File: src/rtl/gpio_irq_pkg.sv
package gpio_irq_pkg;

    localparam int BUS_W         = 32;
    localparam int ADDR_W        = 6;
    localparam int FIELD_STRIDE  = 4;
    localparam int FIELD_BITS    = 3;
    localparam int PINS_PER_MODE = BUS_W / FIELD_STRIDE;

    typedef enum logic [3:0] {
        W_ENABLE  = 4'd0,
        W_STATUS  = 4'd1,
        W_DISPLAY = 4'd2,
        W_CLEAR   = 4'd3,
        W_MSET    = 4'd4,
        W_MCLR    = 4'd5,
        W_OUT     = 4'd6,
        W_IN      = 4'd7,
        W_DIR     = 4'd8,
        W_MODE_LO = 4'd9,
        W_MODE_HI = 4'd10,
        W_SWRST   = 4'd15
    } reg_word_e;

    typedef enum logic [2:0] {
        TRIG_FALL = 3'd0,
        TRIG_RISE = 3'd1,
        TRIG_LOW  = 3'd2,
        TRIG_HIGH = 3'd3,
        TRIG_BOTH = 3'd4
    } trig_e;

    typedef enum logic [1:0] {
        RS_IDLE  = 2'd0,
        RS_ARMED = 2'd1,
        RS_FIRE  = 2'd2
    } rst_state_e;

endpackage

File: src/rtl/gpio_in_sync.sv
module gpio_in_sync #(
    parameter int N = 12
) (
    input  logic         clk,
    input  logic         rst_n,
    input  logic [N-1:0] pad_in,
    output logic [N-1:0] cur,
    output logic [N-1:0] prev
);

    logic [N-1:0] meta_q;
    logic [N-1:0] sync_q;
    logic [N-1:0] prev_q;

    always_ff @(posedge clk or negedge rst_n) begin
        if (!rst_n) begin
            meta_q <= '0;
            sync_q <= '0;
            prev_q <= '0;
        end else begin
            meta_q <= pad_in;
            sync_q <= meta_q;
            prev_q <= sync_q;
        end
    end

    assign cur  = sync_q;
    assign prev = prev_q;

endmodule

File: src/rtl/gpio_trig_cell.sv
module gpio_trig_cell
    import gpio_irq_pkg::*;
(
    input  logic       clk,
    input  logic       rst_n,
    input  logic       sw_clr,
    input  logic       en,
    input  logic [2:0] mode,
    input  logic       cur,
    input  logic       prev,
    input  logic       clr_hit,
    output logic       status
);

    logic hit;
    logic status_q;

    always_comb begin
        hit = 1'b0;
        unique case (trig_e'(mode))
            TRIG_FALL: hit = prev & ~cur;
            TRIG_RISE: hit = cur & ~prev;
            TRIG_LOW:  hit = ~cur;
            TRIG_HIGH: hit = cur;
            TRIG_BOTH: hit = cur ^ prev;
            default:   hit = 1'b0;
        endcase
    end

    // a new event wins over a clear written in the same cycle
    always_ff @(posedge clk or negedge rst_n) begin
        if (!rst_n)
            status_q <= 1'b0;
        else if (sw_clr)
            status_q <= 1'b0;
        else
            status_q <= (status_q & ~clr_hit) | (hit & en);
    end

    assign status = status_q;

    a_r5_enable_gate: assert property (@(posedge clk) disable iff (!rst_n)
        (!en && !status_q) |=> !status_q);

    a_r7_clear_takes: assert property (@(posedge clk) disable iff (!rst_n)
        (clr_hit && !en) |=> !status_q);

endmodule

File: src/rtl/gpio_reset_seq.sv
module gpio_reset_seq
    import gpio_irq_pkg::*;
(
    input  logic clk,
    input  logic rst_n,
    input  logic hit,
    input  logic arm_bit,
    output logic sw_clr,
    output logic armed
);

    rst_state_e state_q;
    rst_state_e state_d;

    always_ff @(posedge clk or negedge rst_n) begin
        if (!rst_n)
            state_q <= RS_IDLE;
        else
            state_q <= state_d;
    end

    always_comb begin
        state_d = state_q;
        unique case (state_q)
            RS_IDLE:  if (hit && arm_bit)  state_d = RS_ARMED;
            RS_ARMED: if (hit && !arm_bit) state_d = RS_FIRE;
            RS_FIRE:  state_d = RS_IDLE;
            default:  state_d = RS_IDLE;
        endcase
    end

    always_comb begin
        sw_clr = (state_q == RS_FIRE);
        armed  = (state_q == RS_ARMED);
    end

    a_r10_fire_one_cycle: assert property (@(posedge clk) disable iff (!rst_n)
        (state_q == RS_FIRE) |=> (state_q == RS_IDLE));

    a_r10_fire_after_arm: assert property (@(posedge clk) disable iff (!rst_n)
        (state_q == RS_FIRE) |-> ($past(state_q) == RS_ARMED));

endmodule

File: src/rtl/gpio_irq_ctrl.sv
module gpio_irq_ctrl
    import gpio_irq_pkg::*;
#(
    parameter int NPINS = 12
) (
    input  logic              clk,
    input  logic              rst_n,
    input  logic              bus_sel,
    input  logic              bus_wr,
    input  logic [5:0]        bus_addr,
    input  logic [31:0]       bus_wdata,
    output logic [31:0]       bus_rdata,
    input  logic [NPINS-1:0]  pad_in,
    output logic [NPINS-1:0]  pad_out,
    output logic [NPINS-1:0]  pad_oe,
    output logic              irq
);

    initial assert (NPINS == 8 || NPINS == 12);

    reg_word_e  word;
    logic       wr;
    logic       sw_clr;
    logic       armed;
    logic       unused_bits;

    logic [NPINS-1:0] en_q, mask_q, out_q, dir_q;
    logic [NPINS-1:0] cur, prev, status, disp;
    logic [2:0]       mode_q  [NPINS];
    logic [31:0]      lo_part [NPINS];
    logic [31:0]      hi_part [NPINS];
    logic [31:0]      mode_lo_rd, mode_hi_rd;

    assign word        = reg_word_e'(bus_addr[5:2]);
    assign wr          = bus_sel & bus_wr;
    assign unused_bits = ^bus_addr[1:0];

    gpio_in_sync #(.N(NPINS)) sync_i (
        .clk    (clk),
        .rst_n  (rst_n),
        .pad_in (pad_in),
        .cur    (cur),
        .prev   (prev)
    );

    gpio_reset_seq rseq_i (
        .clk     (clk),
        .rst_n   (rst_n),
        .hit     (wr && word == W_SWRST),
        .arm_bit (bus_wdata[0]),
        .sw_clr  (sw_clr),
        .armed   (armed)
    );

    always_ff @(posedge clk or negedge rst_n) begin
        if (!rst_n) begin
            en_q   <= '0;
            mask_q <= '0;
            out_q  <= '0;
            dir_q  <= '0;
        end else if (sw_clr) begin
            en_q   <= '0;
            mask_q <= '0;
            out_q  <= '0;
            dir_q  <= '0;
        end else if (wr) begin
            unique case (word)
                W_ENABLE: en_q   <= bus_wdata[NPINS-1:0];
                W_MSET:   mask_q <= mask_q | bus_wdata[NPINS-1:0];
                W_MCLR:   mask_q <= mask_q & ~bus_wdata[NPINS-1:0];
                W_OUT:    out_q  <= bus_wdata[NPINS-1:0];
                W_DIR:    dir_q  <= bus_wdata[NPINS-1:0];
                default:  ;
            endcase
        end
    end

    for (genvar i = 0; i < NPINS; i++) begin : g_pin
        if (i < PINS_PER_MODE) begin : g_lo
            always_ff @(posedge clk or negedge rst_n) begin
                if (!rst_n)
                    mode_q[i] <= '0;
                else if (sw_clr)
                    mode_q[i] <= '0;
                else if (wr && word == W_MODE_LO)
                    mode_q[i] <= bus_wdata[FIELD_STRIDE*i +: FIELD_BITS];
            end
            assign lo_part[i] = 32'(mode_q[i]) << (FIELD_STRIDE*i);
            assign hi_part[i] = '0;
        end else begin : g_hi
            always_ff @(posedge clk or negedge rst_n) begin
                if (!rst_n)
                    mode_q[i] <= '0;
                else if (sw_clr)
                    mode_q[i] <= '0;
                else if (wr && word == W_MODE_HI)
                    mode_q[i] <= bus_wdata[FIELD_STRIDE*(i-PINS_PER_MODE) +: FIELD_BITS];
            end
            assign lo_part[i] = '0;
            assign hi_part[i] = 32'(mode_q[i]) << (FIELD_STRIDE*(i-PINS_PER_MODE));
        end

        gpio_trig_cell cell_i (
            .clk     (clk),
            .rst_n   (rst_n),
            .sw_clr  (sw_clr),
            .en      (en_q[i]),
            .mode    (mode_q[i]),
            .cur     (cur[i]),
            .prev    (prev[i]),
            .clr_hit (wr && word == W_CLEAR && bus_wdata[i]),
            .status  (status[i])
        );
    end

    always_comb begin
        mode_lo_rd = '0;
        mode_hi_rd = '0;
        for (int k = 0; k < NPINS; k++) begin
            mode_lo_rd = mode_lo_rd | lo_part[k];
            mode_hi_rd = mode_hi_rd | hi_part[k];
        end
    end

    assign disp    = status & ~mask_q;
    assign irq     = |disp;
    assign pad_out = out_q;
    assign pad_oe  = dir_q;

    always_comb begin
        case (word)
            W_ENABLE:       bus_rdata = 32'(en_q);
            W_STATUS:       bus_rdata = 32'(status);
            W_DISPLAY:      bus_rdata = 32'(disp);
            W_MSET, W_MCLR: bus_rdata = 32'(mask_q);
            W_OUT:          bus_rdata = 32'(out_q);
            W_IN:           bus_rdata = 32'(cur);
            W_DIR:          bus_rdata = 32'(dir_q);
            W_MODE_LO:      bus_rdata = mode_lo_rd;
            W_MODE_HI:      bus_rdata = mode_hi_rd;
            W_SWRST:        bus_rdata = {31'd0, armed};
            default:        bus_rdata = '0;
        endcase
    end

    a_r8_mask_set: assert property (@(posedge clk) disable iff (!rst_n)
        (wr && word == W_MSET && !sw_clr) |=>
        ((mask_q & $past(bus_wdata[NPINS-1:0])) == $past(bus_wdata[NPINS-1:0])));

    a_r10_config_cleared: assert property (@(posedge clk) disable iff (!rst_n)
        sw_clr |=> (dir_q == '0 && en_q == '0 && mask_q == '0 && status == '0));

    a_r2_oe_follows_write: assert property (@(posedge clk) disable iff (!rst_n)
        (wr && word == W_DIR && !sw_clr) |=> (pad_oe == $past(bus_wdata[NPINS-1:0])));

endmodule

File: config.mk
export PLATFORM = sky130hd
export DESIGN_NAME = gpio_irq_ctrl
export DESIGN_NICKNAME = d
export VERILOG_FILES = /design/src/rtl/gpio_irq_pkg.sv /design/src/rtl/gpio_in_sync.sv /design/src/rtl/gpio_trig_cell.sv /design/src/rtl/gpio_reset_seq.sv /design/src/rtl/gpio_irq_ctrl.sv
export SDC_FILE = /design/constraint.sdc
export NUM_CORES = 1
export LEC_CHECK = 0
export BUFFER_PORTS_ARGS = -buffer_cell sky130_fd_sc_hd__buf_2
export CORE_MARGIN = 5
export CORE_UTILIZATION = 40
export CTS_CLUSTER_SIZE = 12
export DETAILED_ROUTE_END_ITERATION = 8
export PLACE_DENSITY = 0.61
export SLEW_MARGIN = 20
export SYNTH_ARGS = -nofsm -noshare
export SYNTH_HDL_FRONTEND = slang
export SYNTH_HIERARCHICAL = 1
export SYNTH_SLANG_ARGS = --single-unit
File: constraint.sdc
create_clock -name clk -period 2.2 [get_ports clk]
set_input_delay 0.22 -clock clk [delete_from_list [all_inputs] [get_ports clk]]
set_output_delay 0.22 -clock clk [all_outputs]
set_load 0.03 [all_outputs]
==> key figures <==
Outcome
  – Run status: finished clean

Routing
  – Detailed-route wire length per cell: 19.44 µm
  – Residual DRC: 0
  – Vias per std cell: 5.474
  – Vias: 6049
  – Total Routed Length: 21.48 mm
  – Post-route ant nets: 0
  – Initial DRC Count: 473
  – Drt pass-1 iters: 6

Yosys
  – Distinct cell type count after synthesis: 57
  – Post-Syn Instances: 728
  – Post-synth EDFFs: 0
  – Asr flop ratio synth: 1.000
  – Yosys Warn Count: 6
  – Synthesized cell area: 0.007316 mm²
  – Sequential fraction of the synthesis area: 0.4584
  – Synthesized flop and latch total: 134
  – Synth Flop Type: dfrtp_1
  – Synth Area per Inst: 10.05 µm²

Cells and area
  – Flip-flop and latch area: 0.003353 mm²
  – Multi-input gate area: 0.003636 mm²
  – Fin nets: 941
  – Share of cells above drive strength 1: 0.2317
  – Filler cells: 1643
  – Antenna cells: 0
  – Area growth syn-to-layout: 23.23%

CTS
  – Post-CTS Setup Inserts: 0
  – Worst-Skew Late Latency: 0.42 ns
  – Clk pin slew, worst setup/hold paths: 0.06 ns
  – CTS Buffer Depth: 2
  – CTS tree: yes
  – CTS Sinks: 134
  – CTS Buf Count: 17
  – H-tree depth: 4
  – Clock root buffer master: clkbuf_16

Timing
  – Slew margin rel.: 0.5735
  – Count of pins over their slew limit: 0
  – Setup Viol. Count Final: 0
  – Worst Clk Skew: 0.005871 ns
  – Period utilization: 0.9466
  – Fmax achieved: 480.2 MHz
  – Fin crit period: 2.083 ns
  – Final hold violations: 0
  – Setup TNS Final: 0 ns
  – RSZ-0062 raised after global routing: no
  – Hold WS: 0.02694 ns
  – Worst slew pin tran: 0.6397 ns

Floorplanning
  – Row count: 49
  – IO Pins: 111
  – Initial core utilization: 0.4073
  – Vert. Die Dim: 145.2 µm
  – CORE AREA: 0.01796 mm²
  – Chip width: 145.2 µm
  – Die Area: 0.02109 mm²

Setup path
  – R2R depth: 4
  – Crit end category: output port
  – Reg2reg start: rseq_i/state_q[0]$_DFFE_PN0P_
  – Crit path arrival time: 1.86 ns
  – R2R Path End: lo_part[212]$_DFFE_PN0P_
  – Worst path required time: 1.98 ns
  – Critical path launch point type: flip-flop
  – Critical path fanouts, max: 3
  – Reg2Reg Setup Slack: 0.51 ns
  – Crit path kind: flip-flop to output port

Power
  – PD cells: 908.6 mW/mm²
  – Peak supply drop: 0.6079 mV
  – Leakage: 4.455 nW

Hold path
  – HP Class: primary input to flip-flop
  – Worst hold path cell count: 3
  – Min-delay src: bus_wdata[28]
  – Hold endpoint: lo_part[156]$_DFFE_PN0P_

Placed design
  – Dpl hpwl: 15.25 mm
  – Port bufs: 98
  – GP Congestion: 0.9110

GRT
  – Vias in the first global route: 6148
  – Largest net degree at the start of global routing: 65
  – GR Overflow Total: 0
  – Initial antenna violation count: 0
  – Total GRT Usage: 0.2053
  – First-pass GRT wire length: 34.91 mm

Run
  – Max cap viols: 0
-- layout make-up --
type,count,share of cell area
clock buffers,21,0.05108
clock inverters,11,0.01915
inverters,33,0.01374
multi-input cells,524,0.4033
flip-flops and latches,134,0.3720
well taps,229,0.03178
repair buffers,153,0.1090
-- worst max-delay path, cell delays in order (launching register included) --
cell,delay [ns]
dfrtp_1,0.40
nor2b_4,0.13
mux2_2,0.26
a222oi_1,0.29
nand3_1,0.17
buf_4,0.20
-- where the power goes --
group	switching, mW	leakage [nW]	total (mW)	internal [mW]
clock	1.10	0.296	3.06	1.96
sequential	0.470	1.66	3.34	2.87
combinational	1.02	2.50	1.79	0.776
total	2.59	4.45	8.19	5.61
-- registers in the layout, summed over array words and instances, names as in the netlist --
register	count
sync_i/meta_q	12
sync_i/cur	12
sync_i/prev	12
g_pin.cell_i/status	12
rseq_i/state_q	2
mask_q	12
hi_part	12
lo_part	24
en_q	12
pad_oe	12
pad_out	12
-- per-layer routing --
layer	global-route usage	wire length, µm	vias to the layer above
li1	-	-	2853
met1	0.2921	10150	2963
met2	0.3203	9777	206
met3	0.04553	1246	27
met4	0.05037	310	0
met5	0	0	-
-- per-stage QoR --
stage                     total power, mW  cells  cell area [µm²]  setup WS [ns]    util
final                               8.191   1105             9015         0.1174  0.5018
after global routing                8.597   1105             9015        0.01267  0.5018
after CTS                           8.243   1105             9012        0.06288  0.5017
after detailed placement            5.144   1060             8249         0.1494  0.4592
after global placement              5.112   1060             8249         0.1447  0.4592
after floorplan                     4.494    732             7331         0.3902       -
-- cell usage after synthesis, types with 9 or more instances --
library cell  number  share of area
clkbuf_1           9         0.0046
nand3_1           13         0.0089
nor4b_1           12          0.014
a32oi_1           12          0.014
nor2b_1           25          0.021
a22o_1            14          0.017
dfrtp_1          134           0.46
buf_4             10          0.010
a21oi_1           29          0.020
xnor2_1           12          0.014
buf_2             16          0.011
and2_1            13          0.011
a311oi_2          12          0.025
mux2_2             9          0.014
o21ai_0           13         0.0089
ha_1              24          0.041
inv_1             32          0.016
mux2i_1           65          0.089
and3_1            16          0.014
or3_1             12          0.010
nor2_1            89          0.046
nand3b_1          15          0.015
a22oi_1           15          0.015
nand2_1           68          0.035
-- cell families (layout without fill, tap and decap cells) --
logic type	count (synthesis)	after routing	share of synthesized area
and+or+nand+nor	287	287	0.2049
DFF	134	134	0.4584
AOI/OAI and AO/OA	122	122	0.1312
muxes	74	74	0.1028
buffers and inverters	74	218	0.04686
adders and majority gates	24	24	0.04105
xor gates and xnor gates	12	12	0.01437
other	1	5	0.0005126
-- placed cells by master, fill, tap and decap left out, drive strengths merged, types with 12 or more instances in the layout --
cell type,instances
buf,140
dfrtp,134
nor2,90
nand2,68
mux2i,65
inv,33
a21oi,29
nor2b,26
ha,24
clkbuf,21
and3,16
a22oi,15
nand3b,15
o21ai,15
a22o,14
nor4b,14
nand3,13
and2,13
dlygate4sd3,13
a32oi,12
or3,12
xnor2,12
a311oi,12
-- worst max-delay path by stage --
stage	start	end	slack, ns
finish	rseq_i/state_q[0]$_DFFE_PN0P_	bus_rdata[0]	0.12
global route	rseq_i/state_q[0]$_DFFE_PN0P_	bus_rdata[0]	0.01
CTS	rseq_i/state_q[0]$_DFFE_PN0P_	bus_rdata[0]	0.06
detailed placement	bus_addr[2]	bus_rdata[1]	0.15
global placement	bus_addr[2]	bus_rdata[1]	0.14
floorplan	rseq_i/state_q[0]$_DFFE_PN0P_	en_q[11]$_DFFE_PN0P_	0.39
-- what timing repair did --
action | 4_1_cts | 5_1_grt
setup endpoints to repair | 0 | 1
resized for setup | 0 | 2
hold buffers | 13 | 0
endpoints found under the hold margin | 72 | 0
Power figures use the tool's default switching activity.
